<file path="src/rtl/sat_pkg.sv">
package sat_pkg;
  localparam int unsigned ADDR_W   = 8;
  localparam int unsigned SET_W    = 8;
  localparam int unsigned DB_W     = 7;
  localparam int unsigned SEL_N    = 64;
  localparam int unsigned MAX_CODE = 62;
  localparam int unsigned MUTE_DB  = 96;
endpackage

</file>
<file path="src/rtl/sat_sync.sv">
module sat_sync #(
  parameter int unsigned WIDTH = 3
) (
  input  logic             clk_i,
  input  logic             rst_ni,
  input  logic [WIDTH-1:0] d_i,
  input  logic [WIDTH-1:0] rst_val_i,
  output logic [WIDTH-1:0] q_o
);
  for (genvar g = 0; g < WIDTH; g++) begin : g_bit
    logic ff1_q, ff2_q;
    always_ff @(posedge clk_i or negedge rst_ni) begin
      if (!rst_ni) begin
        ff1_q <= rst_val_i[g];
        ff2_q <= rst_val_i[g];
      end else begin
        ff1_q <= d_i[g];
        ff2_q <= ff1_q;
      end
    end
    assign q_o[g] = ff2_q;
  end
endmodule

</file>
<file path="src/rtl/sat_frame.sv">
module sat_frame
  import sat_pkg::*;
#(
  parameter int unsigned A_W = ADDR_W,
  parameter int unsigned S_W = SET_W
) (
  input  logic           clk_i,
  input  logic           rst_ni,
  input  logic           sdata_i,
  input  logic           sclk_i,
  input  logic           load_ni,
  output logic           commit_o,
  output logic [S_W-1:0] code_o
);
  localparam int unsigned FRAME_W = A_W + S_W;
  localparam int unsigned CNT_W   = $clog2(FRAME_W + 2);
  localparam logic [CNT_W-1:0] CNT_FULL = CNT_W'(FRAME_W);
  localparam logic [CNT_W-1:0] CNT_OVER = CNT_W'(FRAME_W + 1);

  logic               sclk_q, load_q;
  logic [FRAME_W-1:0] shreg_q;
  logic [CNT_W-1:0]   cnt_q;
  logic               sclk_rise, load_rise, shift_en;

  assign sclk_rise = sclk_i & ~sclk_q;
  assign load_rise = load_ni & ~load_q;
  // strobe must still be low in the sampled cycle
  assign shift_en  = sclk_rise & ~load_ni;

  always_ff @(posedge clk_i or negedge rst_ni) begin
    if (!rst_ni) begin
      sclk_q  <= 1'b0;
      load_q  <= 1'b1;
      shreg_q <= '0;
      cnt_q   <= '0;
    end else begin
      sclk_q <= sclk_i;
      load_q <= load_ni;
      if (load_rise) begin
        cnt_q <= '0;
      end else if (shift_en) begin
        shreg_q <= {shreg_q[FRAME_W-2:0], sdata_i};
        if (cnt_q != CNT_OVER) cnt_q <= cnt_q + 1'b1;
      end
    end
  end

  assign commit_o = load_rise && (cnt_q == CNT_FULL) && (shreg_q[FRAME_W-1:S_W] == '0);
  assign code_o   = shreg_q[S_W-1:0];


  cnt_bound_chk: assert property (@(posedge clk_i) disable iff (!rst_ni)
    cnt_q <= CNT_OVER);


  no_shift_high_chk: assert property (@(posedge clk_i) disable iff (!rst_ni)
    load_ni && !load_rise |=> $stable(cnt_q));
endmodule

</file>
<file path="src/rtl/sat_decode.sv">
module sat_decode
  import sat_pkg::*;
#(
  parameter int unsigned S_W  = SET_W,
  parameter int unsigned D_W  = DB_W,
  parameter int unsigned N    = SEL_N,
  parameter int unsigned MAXC = MAX_CODE,
  parameter int unsigned MDB  = MUTE_DB
) (
  input  logic           clk_i,
  input  logic           rst_ni,
  input  logic           commit_i,
  input  logic [S_W-1:0] code_i,
  output logic [D_W-1:0] atten_db_o,
  output logic           mute_o,
  output logic [N-1:0]   sw_sel_o
);
  localparam int unsigned SEL_W = $clog2(N);
  localparam logic [SEL_W-1:0] MUTE_IDX = SEL_W'(N - 1);

  logic             in_range;
  logic [SEL_W-1:0] idx;

  assign in_range = (32'(code_i) <= MAXC);
  assign idx      = in_range ? SEL_W'(code_i) : MUTE_IDX;

  always_ff @(posedge clk_i or negedge rst_ni) begin
    if (!rst_ni) begin
      atten_db_o <= D_W'(MDB);
      mute_o     <= 1'b1;
      sw_sel_o   <= N'(1) << MUTE_IDX;
    end else if (commit_i) begin
      atten_db_o <= in_range ? D_W'(code_i) : D_W'(MDB);
      mute_o     <= ~in_range;
      sw_sel_o   <= N'(1) << idx;
    end
  end


  sel_onehot_chk: assert property (@(posedge clk_i) disable iff (!rst_ni)
    $countones(sw_sel_o) == 1);


  mute_db_chk: assert property (@(posedge clk_i) disable iff (!rst_ni)
    mute_o |-> (32'(atten_db_o) == MDB) && sw_sel_o[N-1]);
endmodule

</file>
<file path="src/rtl/sat_rx.sv">
module sat_rx
  import sat_pkg::*;
(
  input  logic             clk_i,
  input  logic             rst_ni,
  input  logic             sdata_i,
  input  logic             sclk_i,
  input  logic             load_ni,
  output logic [DB_W-1:0]  atten_db_o,
  output logic             mute_o,
  output logic [SEL_N-1:0] sw_sel_o
);
  logic [2:0]       raw, synced;
  logic             commit;
  logic [SET_W-1:0] code;

  assign raw = {load_ni, sclk_i, sdata_i};

  sat_sync #(.WIDTH(3)) u_sync (
    .clk_i     (clk_i),
    .rst_ni    (rst_ni),
    .d_i       (raw),
    .rst_val_i (3'b100),
    .q_o       (synced)
  );

  sat_frame u_frame (
    .clk_i    (clk_i),
    .rst_ni   (rst_ni),
    .sdata_i  (synced[0]),
    .sclk_i   (synced[1]),
    .load_ni  (synced[2]),
    .commit_o (commit),
    .code_o   (code)
  );

  sat_decode u_dec (
    .clk_i      (clk_i),
    .rst_ni     (rst_ni),
    .commit_i   (commit),
    .code_i     (code),
    .atten_db_o (atten_db_o),
    .mute_o     (mute_o),
    .sw_sel_o   (sw_sel_o)
  );


  hold_between_chk: assert property (@(posedge clk_i) disable iff (!rst_ni)
    !commit |=> $stable(atten_db_o) && $stable(mute_o) && $stable(sw_sel_o));


  db_range_chk: assert property (@(posedge clk_i) disable iff (!rst_ni)
    !mute_o |-> atten_db_o <= DB_W'(MAX_CODE));
endmodule

</file>
<file path="config.mk">
export PLATFORM = sky130hd
export DESIGN_NAME = sat_rx
export DESIGN_NICKNAME = d
export VERILOG_FILES = /design/src/rtl/sat_pkg.sv /design/src/rtl/sat_sync.sv /design/src/rtl/sat_frame.sv /design/src/rtl/sat_decode.sv /design/src/rtl/sat_rx.sv
export SDC_FILE = /design/constraint.sdc
export NUM_CORES = 1
export LEC_CHECK = 0
export ABC_AREA = 1
export BUFFER_PORTS_ARGS = -buffer_cell sky130_fd_sc_hd__buf_2
export CAP_MARGIN = 20
export CORE_MARGIN = 10
export CORE_UTILIZATION = 45
export CTS_BUF_LIST = sky130_fd_sc_hd__clkbuf_4
export DETAILED_ROUTE_END_ITERATION = 7
export PLACE_DENSITY = 0.67
export SYNTH_ARGS = -nofsm -noshare
export SYNTH_HDL_FRONTEND = slang
export SYNTH_SLANG_ARGS = --single-unit
</file>
<file path="constraint.sdc">
create_clock -name clk_i -period 1.7 [get_ports clk_i]
set_input_delay 0 -clock clk_i [delete_from_list [all_inputs] [get_ports clk_i]]
set_output_delay 0 -clock clk_i [all_outputs]
set_load 0.005 [all_outputs]
</file>
# Word-level counts from Yosys, hierarchy flattened
# Index checks and enable logic that the tools add are counted.
# W data, S select, Z words.
totals:
  register_bits: 101
  latchBits: 0
  mem_bits_rw: 0
  mem_bits_ro: 0
  inputBits: 5
  memories: 0
op_classes:
  addsub: 1
  mul: 0
  n_div: 0
  magnitude_cmp: 1
  eq_ne: 2
  n_shift: 1
  muxes: 5
  n_bitwise: 8
  n_reduce_logical: 7
op_table:
  columns: ["op", "n"]
  rows:
  - ["$shl A1 B6 Y64 const A", 1]
  - ["$mux W5", 3]
  - ["$le A8 B6 Y1 const B", 1]
  - ["$logic_not A8 Y1", 1]
  - ["$mux W7", 1]
  - ["$mux W6", 1]
  - ["$add A5 B1 Y5 const B", 1]
  - ["$eq A5 B5 Y1 const B", 1]
  - ["$ne A5 B5 Y1 const B", 1]
  - ["$not A1 Y1", 5]
  - ["$reduce_and A2 Y1", 2]
  - ["$reduce_bool A2 Y1", 2]
  - ["$and A1 B1 Y1", 3]
  - ["$logic_and A1 B1 Y1", 2]

# Depth between registers and ports, before layout
# Gate-level depths: netlist of the first run.
logic_depth:
  depth_word: 5
  mapped_depth: 9
  depth_no_buf: 8

# Least setup slack after synthesis of the first run
# OpenSTA, ideal clock, no wires.
synth_path:
  path_kind: "register -> register"
  from: "register u_frame.cnt_q[0]"
  to: "register u_dec.sw_sel_o[11]"
  arrival_time_ps: 1295
  t_required_ps: 1572
  path_slack_ps: 277
  stages_incl_launch_ff: 10
  path_buffers: 2
  path_cell_list: "dfrtp_1 inv_1 ha_1 nand2_2 nor2_4 nand2_2 buf_6 buf_2 nand2_1 o21ai_0"
synth_between:
  elab_chain_len: 3
synth_lines:
  columns: ["item", "line_no", "rtl"]
  rows:
  - ["start, declared", "sat_frame.sv:22", "logic [CNT_W-1:0] cnt_q;"]
  - ["start signal, assigned", "sat_frame.sv:43", "if (cnt_q != CNT_OVER) cnt_q <= cnt_q + 1'b1;"]
  - ["$eq A5 B5 Y1", "sat_frame.sv:48", "assign commit_o = load_rise && (cnt_q == CNT_FULL) && (shreg_q[FRAME_W-1:S_W] == '0);"]
  - ["$logic_and A1 B1 Y1 (2 in series)", "sat_frame.sv:48", null]
  - ["end signal, assigned", "sat_decode.sv:31", "sw_sel_o <= N'(1) << MUTE_IDX;"]
  - ["end signal, assigned", "sat_decode.sv:35", "sw_sel_o <= N'(1) << idx;"]
  - ["end, declared", "sat_decode.sv:16", "output logic [N-1:0] sw_sel_o"]
# Every way passes these cells.
# A chain may end at the register's enable or synchronous reset.

# Worst setup path after layout of the first run
layout_path:
  from: "register u_frame.cnt_q[0]"
  to: "register u_dec.atten_db_o[2]"
layout_between:
  elab_chain_len: 3
layout_lines:
  columns: ["item", "line_no", "rtl"]
  rows:
  - ["$eq A5 B5 Y1", "sat_frame.sv:48", null]
  - ["$logic_and A1 B1 Y1 (2 in series)", "sat_frame.sv:48", null]
  - ["end signal, assigned", "sat_decode.sv:29", "atten_db_o <= D_W'(MDB);"]
  - ["end signal, assigned", "sat_decode.sv:33", "atten_db_o <= in_range ? D_W'(code_i) : D_W'(MDB);"]
  - ["end, declared", "sat_decode.sv:14", "output logic [D_W-1:0] atten_db_o,"]
# Every way passes these cells.

==> results of run 1 <==
## synth_stat cells, types with 3 or more instances
| cell | number | share of area |
|---|---|---|
| nand2_1 | 164 | 0.15 |
| dfrtp_1 | 94 | 0.56 |
| o21ai_0 | 31 | 0.037 |
| inv_1 | 23 | 0.021 |
| nand3_1 | 18 | 0.021 |
| nor2_1 | 18 | 0.016 |
| o21ai_1 | 18 | 0.021 |
| nor3_1 | 14 | 0.017 |
| buf_2 | 11 | 0.013 |
| nand4_1 | 10 | 0.015 |
| o21ai_2 | 9 | 0.019 |
| dfstp_2 | 7 | 0.044 |
| inv_2 | 7 | 0.0063 |
| nor2_4 | 6 | 0.016 |
| buf_6 | 4 | 0.011 |
| clkbuf_1 | 4 | 0.0036 |
| ha_1 | 3 | 0.0089 |
## where the power goes
group | total [mW] | internal, mW | switching, mW
logic | 0.841 | 0.281 | 0.560
clock network | 1.26 | 0.484 | 0.780
registers | 2.53 | 2.47 | 0.0645
## area by class of cell
cell class	instances	area [sq um]
Fill cell	841	4150
Sequential cell	101	2540
Multi-Input combinational cell	302	1460
Timing Repair Buffer	100	614
Tap cell	111	139
Inverter	30	115
Clock buffer	11	82.6
Clock inverter	5	61.3
Antenna cell	1	2.50
## metal layers
metal,part of all wire,vias to the layer above,track usage
met5,0,-,0
met4,0.014,0,0.0544
met3,0.068,13,0.0334
met2,0.47,76,0.240
met1,0.45,1572,0.201
li1,-,1652,-
## placed cells by master, fill, tap and decap left out, drive strengths merged
cell type,count
bufinv,1
dfrtp,94
dlygate4sd3,4
clkbuf,11
ha,3
xnor2,1
a31o,1
buf,96
nand2,166
o21ai,58
nor2,26
o31ai,2
dfstp,7
clkinv,1
a21oi,1
nor3,14
nand4,11
clkinvlp,3
diode,1
inv,30
nand3,19
## kinds of logic (layout without fill, tap and decap cells)
family / Yosys count / count (layout) / share of synthesized area
AO/OA/AOI/OAI: 62 / 62 / 0.0840
XOR/XNOR: 1 / 1 / 0.00209
adder cells (fa/ha/maj): 3 / 3 / 0.00894
buffers and inverters: 50 / 146 / 0.0560
flip-flops: 101 / 101 / 0.604
other: 0 / 1 / 0
AND/OR/NAND/NOR: 236 / 236 / 0.245
## registers in the layout, summed over array words and instances (netlist names)
signal / cells
u_frame.sclk_q: 1
u_frame.cnt_q: 5
u_frame.shreg_q: 16
u_frame.load_q: 1
u_dec.mute_o: 1
u_dec.atten_db_o: 7
u_sync.g_bit.ff2_q: 3
u_sync.g_bit.ff1_q: 3
u_dec.sw_sel_o: 64
## timing repair
item / 4_1_cts / 5_1_grt
endpoints found under the setup margin: 0 / 25
setup buffers: 0 / 2
endpoints found under the hold margin: 100 / 0
hold buffers: 4 / 0
gates resized for setup: 0 / 8
## worst paths after layout
kind / cells after the start / end / slack, ns / startpoint
max: 9 / u_dec.atten_db_o[2]$_DFFE_PN0P_ / 0.09 / u_frame.cnt_q[0]$_DFFE_PN0P_
min: 2 / u_frame.cnt_q[2]$_DFFE_PN0P_ / 0.04 / rst_ni
max reg2reg: 9 / u_dec.atten_db_o[2]$_DFFE_PN0P_ / 0.09 / u_frame.cnt_q[0]$_DFFE_PN0P_
min reg2reg: 0 / u_sync.g_bit[2].ff2_q$_DFF_PN1_ / 0.37 / u_sync.g_bit[2].ff1_q$_DFF_PN1_
max in group asynchronous: 3 / u_sync.g_bit[2].ff2_q$_DFF_PN1_ / 0.99 / rst_ni
min in group clk_i: 2 / u_sync.g_bit[0].ff1_q$_DFF_PN0_ / 0.17 / sdata_i
## stage by stage
stage | hold WS [ns] | utilization | setup TNS [ns] | worst slack, ns | std cells
after floorplan | -0.296 | - | 0 | 0.277 | 453
after global placement | -0.00285 | 0.521 | 0 | 0.169 | 638
after detailed placement | 0.00290 | 0.521 | 0 | 0.118 | 638
after CTS | 0.0449 | 0.541 | 0 | 0.0686 | 658
after global routing | 0.0581 | 0.547 | -0.113 | -0.0224 | 661
final | 0.0398 | 0.547 | 0 | 0.0942 | 661
## critical path, stage by stage (launching register included)
cell	delay, ns
dfrtp_1	0.46
inv_1	0.11
ha_1	0.16
nand2_2	0.07
nor2_4	0.14
nand2_4	0.09
buf_12	0.19
nor2_4	0.12
inv_2	0.07
o21ai_1	0.12
==> run_results.csv, run 1 <==
group,metric,value,unit
synthesis,syn-instance-count,453,
global_route,track_usage,0.152,
die,row_count,35,
timing,finalSetupViolCount,0,
run_status,status,"finished, final reports clean",
detailed_routing,wl,9.96,mm
timing,max-slew-margin-rel,0.664,
placement,dp_hpwl,7.27,mm
detailed_routing,vias,3313,
global_route,grt_max_degree,46,
clock_tree,path_clk_slew,0.16,ns
clock_tree,clock_latency,0.45,ns
setup_path,cp.arrival,1.98,ns
clock_tree,cts.root.buffer_cell,"clkbuf_4",
timing,hold_violations,0,
setup_path,start_kind,"flop",
detailed_routing,drc_errors,0,
die,initial_core_util,0.459,
setup_path,endpoint_kind,"flop",
detailed_routing,drtPass1Iterations,4,
synthesis,syn_area_per_cell,9.27,sq um
setup_path,worstPathRequired,2.08,ns
timing,clock.fmax,623,MHz
die,num_io_pins,77,
timing,finalCritPeriodShare,0.945,
clock_tree,h-tree-depth,3,
setup_path,crit_fanout,45,
placement,finalWeightedCongestion,0.847,
die,dieArea,13600,sq um
global_route,grt_pass1_vias,3292,
layout,final_nets,552,
run,cap_violations,0,
synthesis,ys_async_sr_fraction,1.00,
clock_tree,cts.sinks,101,
timing,finalCriticalPeriod,1.61,ns
synthesis,yosys_warnings,0,
placement,port_buffers,76,
detailed_routing,routedWlPerCell,15.1,um
clock_tree,cts.path.max_buffers,2,
detailed_routing,routed_via_density,5.01,
clock_tree,tritoncts,"built",
die,core_area,9150,sq um
synthesis,yosysUniqueCellTypes,26,
setup_path,worstSetupPathType,"flop to flop",
synthesis,synth-seq-cells,101,
detailed_routing,drtIter0Drc,272,
synthesis,synth_ff_type,"dfrtp_1",
timing,maxSlewViolCount,0,
global_route,overflow,0,
placement,placed_area,4770,sq um
power_and_ir_drop,power_density,926,nW/um^2
die,die_x,117,um
clock_tree,cts_buffers,9,
min_path,hp-class,"input pin to asynchronous set/reset pin",
global_route,grt_pass1_wl,16.4,mm
layout,final_area,5010,sq um
global_route,antenna_found_initial,1,
layout,area_growth,19.2,%
synthesis,synth.net_count,461,
power_and_ir_drop,power.leakage,2.65,nW
layout,post_route_cells_drive_above_1_share,0.275,
synthesis,syn_area,4200,sq um
timing,worst_slew_pin_slew,0.504,ns
timing,clock_skew,0.0233,ns
synthesis,yosysSeqAreaShare,0.604,
synthesis,synth_edf_count,0,
detailed_routing,detail-route-antenna-nets,0,
power_and_ir_drop,ir_drop,0.451,mV
power_and_ir_drop,p_total,4.64,mW
die,die_y,117,um
(Power assumes the default switching activity.)
==> run 2, diff against run 1 <==
==> constraint.sdc (replaced) <==
create_clock -name clk_i -period 1.7 [get_ports clk_i]
set_input_delay 0.085 -clock clk_i [delete_from_list [all_inputs] [get_ports clk_i]]
set_output_delay 0.085 -clock clk_i [all_outputs]
set_load 0.005 [all_outputs]
==> run 2 against run 1 <==
  * Design area fell by 0.82%
  * Fmax up 2.1%
  * Largest power group unchanged
  * Utilization down 0.45 points
  * Total power fell by 3.6%
  * Clock-buffer cell count shrank 1
  * Sequential share of layout area grew 0.42 points
  * Critical endpoint unchanged
==> run_results.csv, run 2 (synthesized netlist as in run 1, its figures left out) <==
group,metric,value,unit
layout,utilization,0.543,
placement,placed_cells,638,
run,cap_violations,0,
setup_path,crit_fanout,45,
clock_tree,h-tree-depth,3,
layout,post_route_cells_drive_above_1_share,0.270,
detailed_routing,routed_via_density,5.00,
setup_path,crit_chain,"inv_1 -> ha_1 -> nand2_2 -> nor2_4 -> nand2_2 -> buf_12 -> nor2_4 -> inv_2 -> o21ai_1",
setup_path,cp_slowest_cell,"dfrtp_1",
die,row_count,35,
detailed_routing,drtPass1Iterations,4,
timing,holdWs,0.154,ns
layout,fillers,842,
timing,finalCriticalPeriod,1.57,ns
clock_tree,cts_buffers,9,
global_route,track_usage,0.154,
timing,clock_skew,0.0223,ns
die,initial_core_util,0.459,
layout,area_growth,18.2,%
global_route,grt_pass1_vias,3300,
layout,reg.largest.list,"u_dec.sw_sel_o (64), u_frame.shreg_q (16), u_dec.atten_db_o (7)",
global_route,antenna_found_initial,1,
detailed_routing,routedWlPerCell,15.3,um
run_status,status,"finished, final reports clean",
clock_tree,cts.path.max_buffers,2,
layout,top_register,"u_dec.sw_sel_o",
timing,tns,0,ns
setup_path,reg2regPathDepth,9,
timing,clock.fmax,636,MHz
die,core_area,9150,sq um
detailed_routing,drc_errors,0,
timing,hold_violations,0,
timing,maxSlewViolCount,0,
setup_path,worstSetupPathType,"flop to flop",
global_route,overflow,0,
layout,largest_reg_flops,64,
setup_path,worstPathRequired,2.06,ns
setup_path,endpoint_kind,"flop",
die,die_y,117,um
clock_tree,cts.sinks,101,
placement,placed_area,4770,sq um
global_route,grt_max_degree,46,
detailed_routing,vias,3306,
die,dieArea,13600,sq um
layout,stdcell_count,661,
layout,final_common_cell,"nand2_1",
die,num_io_pins,77,
layout,multi_input_area,1450,sq um
layout,final_area,4970,sq um
timing,finalCritPeriodShare,0.925,
timing,worst_slew_pin_slew,0.536,ns
setup_path,start_kind,"flop",
clock_tree,clock_latency,0.45,ns
min_path,hp-class,"input pin to asynchronous set/reset pin",
clock_tree,tritoncts,"built",
placement,finalWeightedCongestion,0.837,
placement,dp_hpwl,7.38,mm
clock_tree,cts.root.buffer_cell,"clkbuf_4",
power_and_ir_drop,power.leakage,2.64,nW
detailed_routing,detail-route-antenna-nets,0,
setup_path,cp.arrival,1.94,ns
layout,final_cell_mix,"164 x nand2_1, 94 x dfrtp_1, 75 x buf_2",
global_route,grt_pass1_wl,16.6,mm
die,die_x,117,um
timing,finalSetupViolCount,0,
detailed_routing,drtIter0Drc,242,
placement,port_buffers,76,
clock_tree,path_clk_slew,0.16,ns
timing,max-slew-margin-rel,0.643,
power_and_ir_drop,ir_drop,0.404,mV
layout,seq_area,2540,sq um
layout,final_nets,552,
setup_path,cpPeakStageDelay,0.45,ns
power_and_ir_drop,power_density,901,nW/um^2
detailed_routing,wl,10.1,mm
run 2: cell types whose count changed in the layout (fill, tap and decap cells not counted), sizes merged:
cell,previous run,this run
clkinv,1,4
bufinv,1,0
clkbuf,11,10
clkinvlp,3,2
run 2: what timing repair did:
action	CTS	global route
endpoints found under the setup margin	0	13
endpoints found under the hold margin	40	0
buffers inserted	0	2
hold buffers	4	0
resized for setup	0	5
run 2: routing by layer:
metal,up-vias,GRT usage,part of all wire
li1,1630,-,-
met1,1599,0.200,0.45
met2,67,0.247,0.48
met3,10,0.0385,0.062
met4,0,0.0511,0.012
met5,-,0,0
run 2: report_power, final:
group | internal, mW | switching, mW
Combinational | 0.282 | 0.551
Clock | 0.316 | 0.788
Sequential | 2.47 | 0.0666
run 2: layout make-up:
class / count / area share
Multi-Input combinational cell: 302 / 0.291
Antenna cell: 1 / 0.000504
Timing Repair Buffer: 100 / 0.123
Inverter: 30 / 0.0232
Clock buffer: 10 / 0.0151
Sequential cell: 101 / 0.511
Clock inverter: 6 / 0.00831
Tap cell: 111 / 0.0280
run 2: metrics by stage:
step	total power, mW	worst slack [ns]
floorplan	3.06	0.277
CTS	4.46	0.0657
finish	4.47	0.127
global placement	3.35	0.169
detailed placement	3.37	0.0965
global route	4.70	-0.000699
run 2: worst max-delay path: cells and delay by family, from the launching register on:
kind | cells | cell delay [ns]
simple gates | 4 | 0.42
buf+inv | 3 | 0.37
flops | 1 | 0.45
fa+ha+maj | 1 | 0.16
compound gates | 1 | 0.12
run 2: path summary, 6_finish.rpt:
check,from,slack [ns],endpoint
max,u_frame.cnt_q[1]$_DFFE_PN0P_,0.13,u_dec.atten_db_o[2]$_DFFE_PN0P_
min,rst_ni,0.15,u_dec.sw_sel_o[19]$_DFFE_PN0P_
max reg2reg,u_frame.cnt_q[1]$_DFFE_PN0P_,0.13,u_dec.atten_db_o[2]$_DFFE_PN0P_
min reg2reg,u_sync.g_bit[0].ff1_q$_DFF_PN0_,0.37,u_sync.g_bit[0].ff2_q$_DFF_PN0_
max in group asynchronous,rst_ni,0.89,u_frame.load_q$_DFF_PN1_
min in group clk_i,sclk_i,0.28,u_sync.g_bit[1].ff1_q$_DFF_PN0_
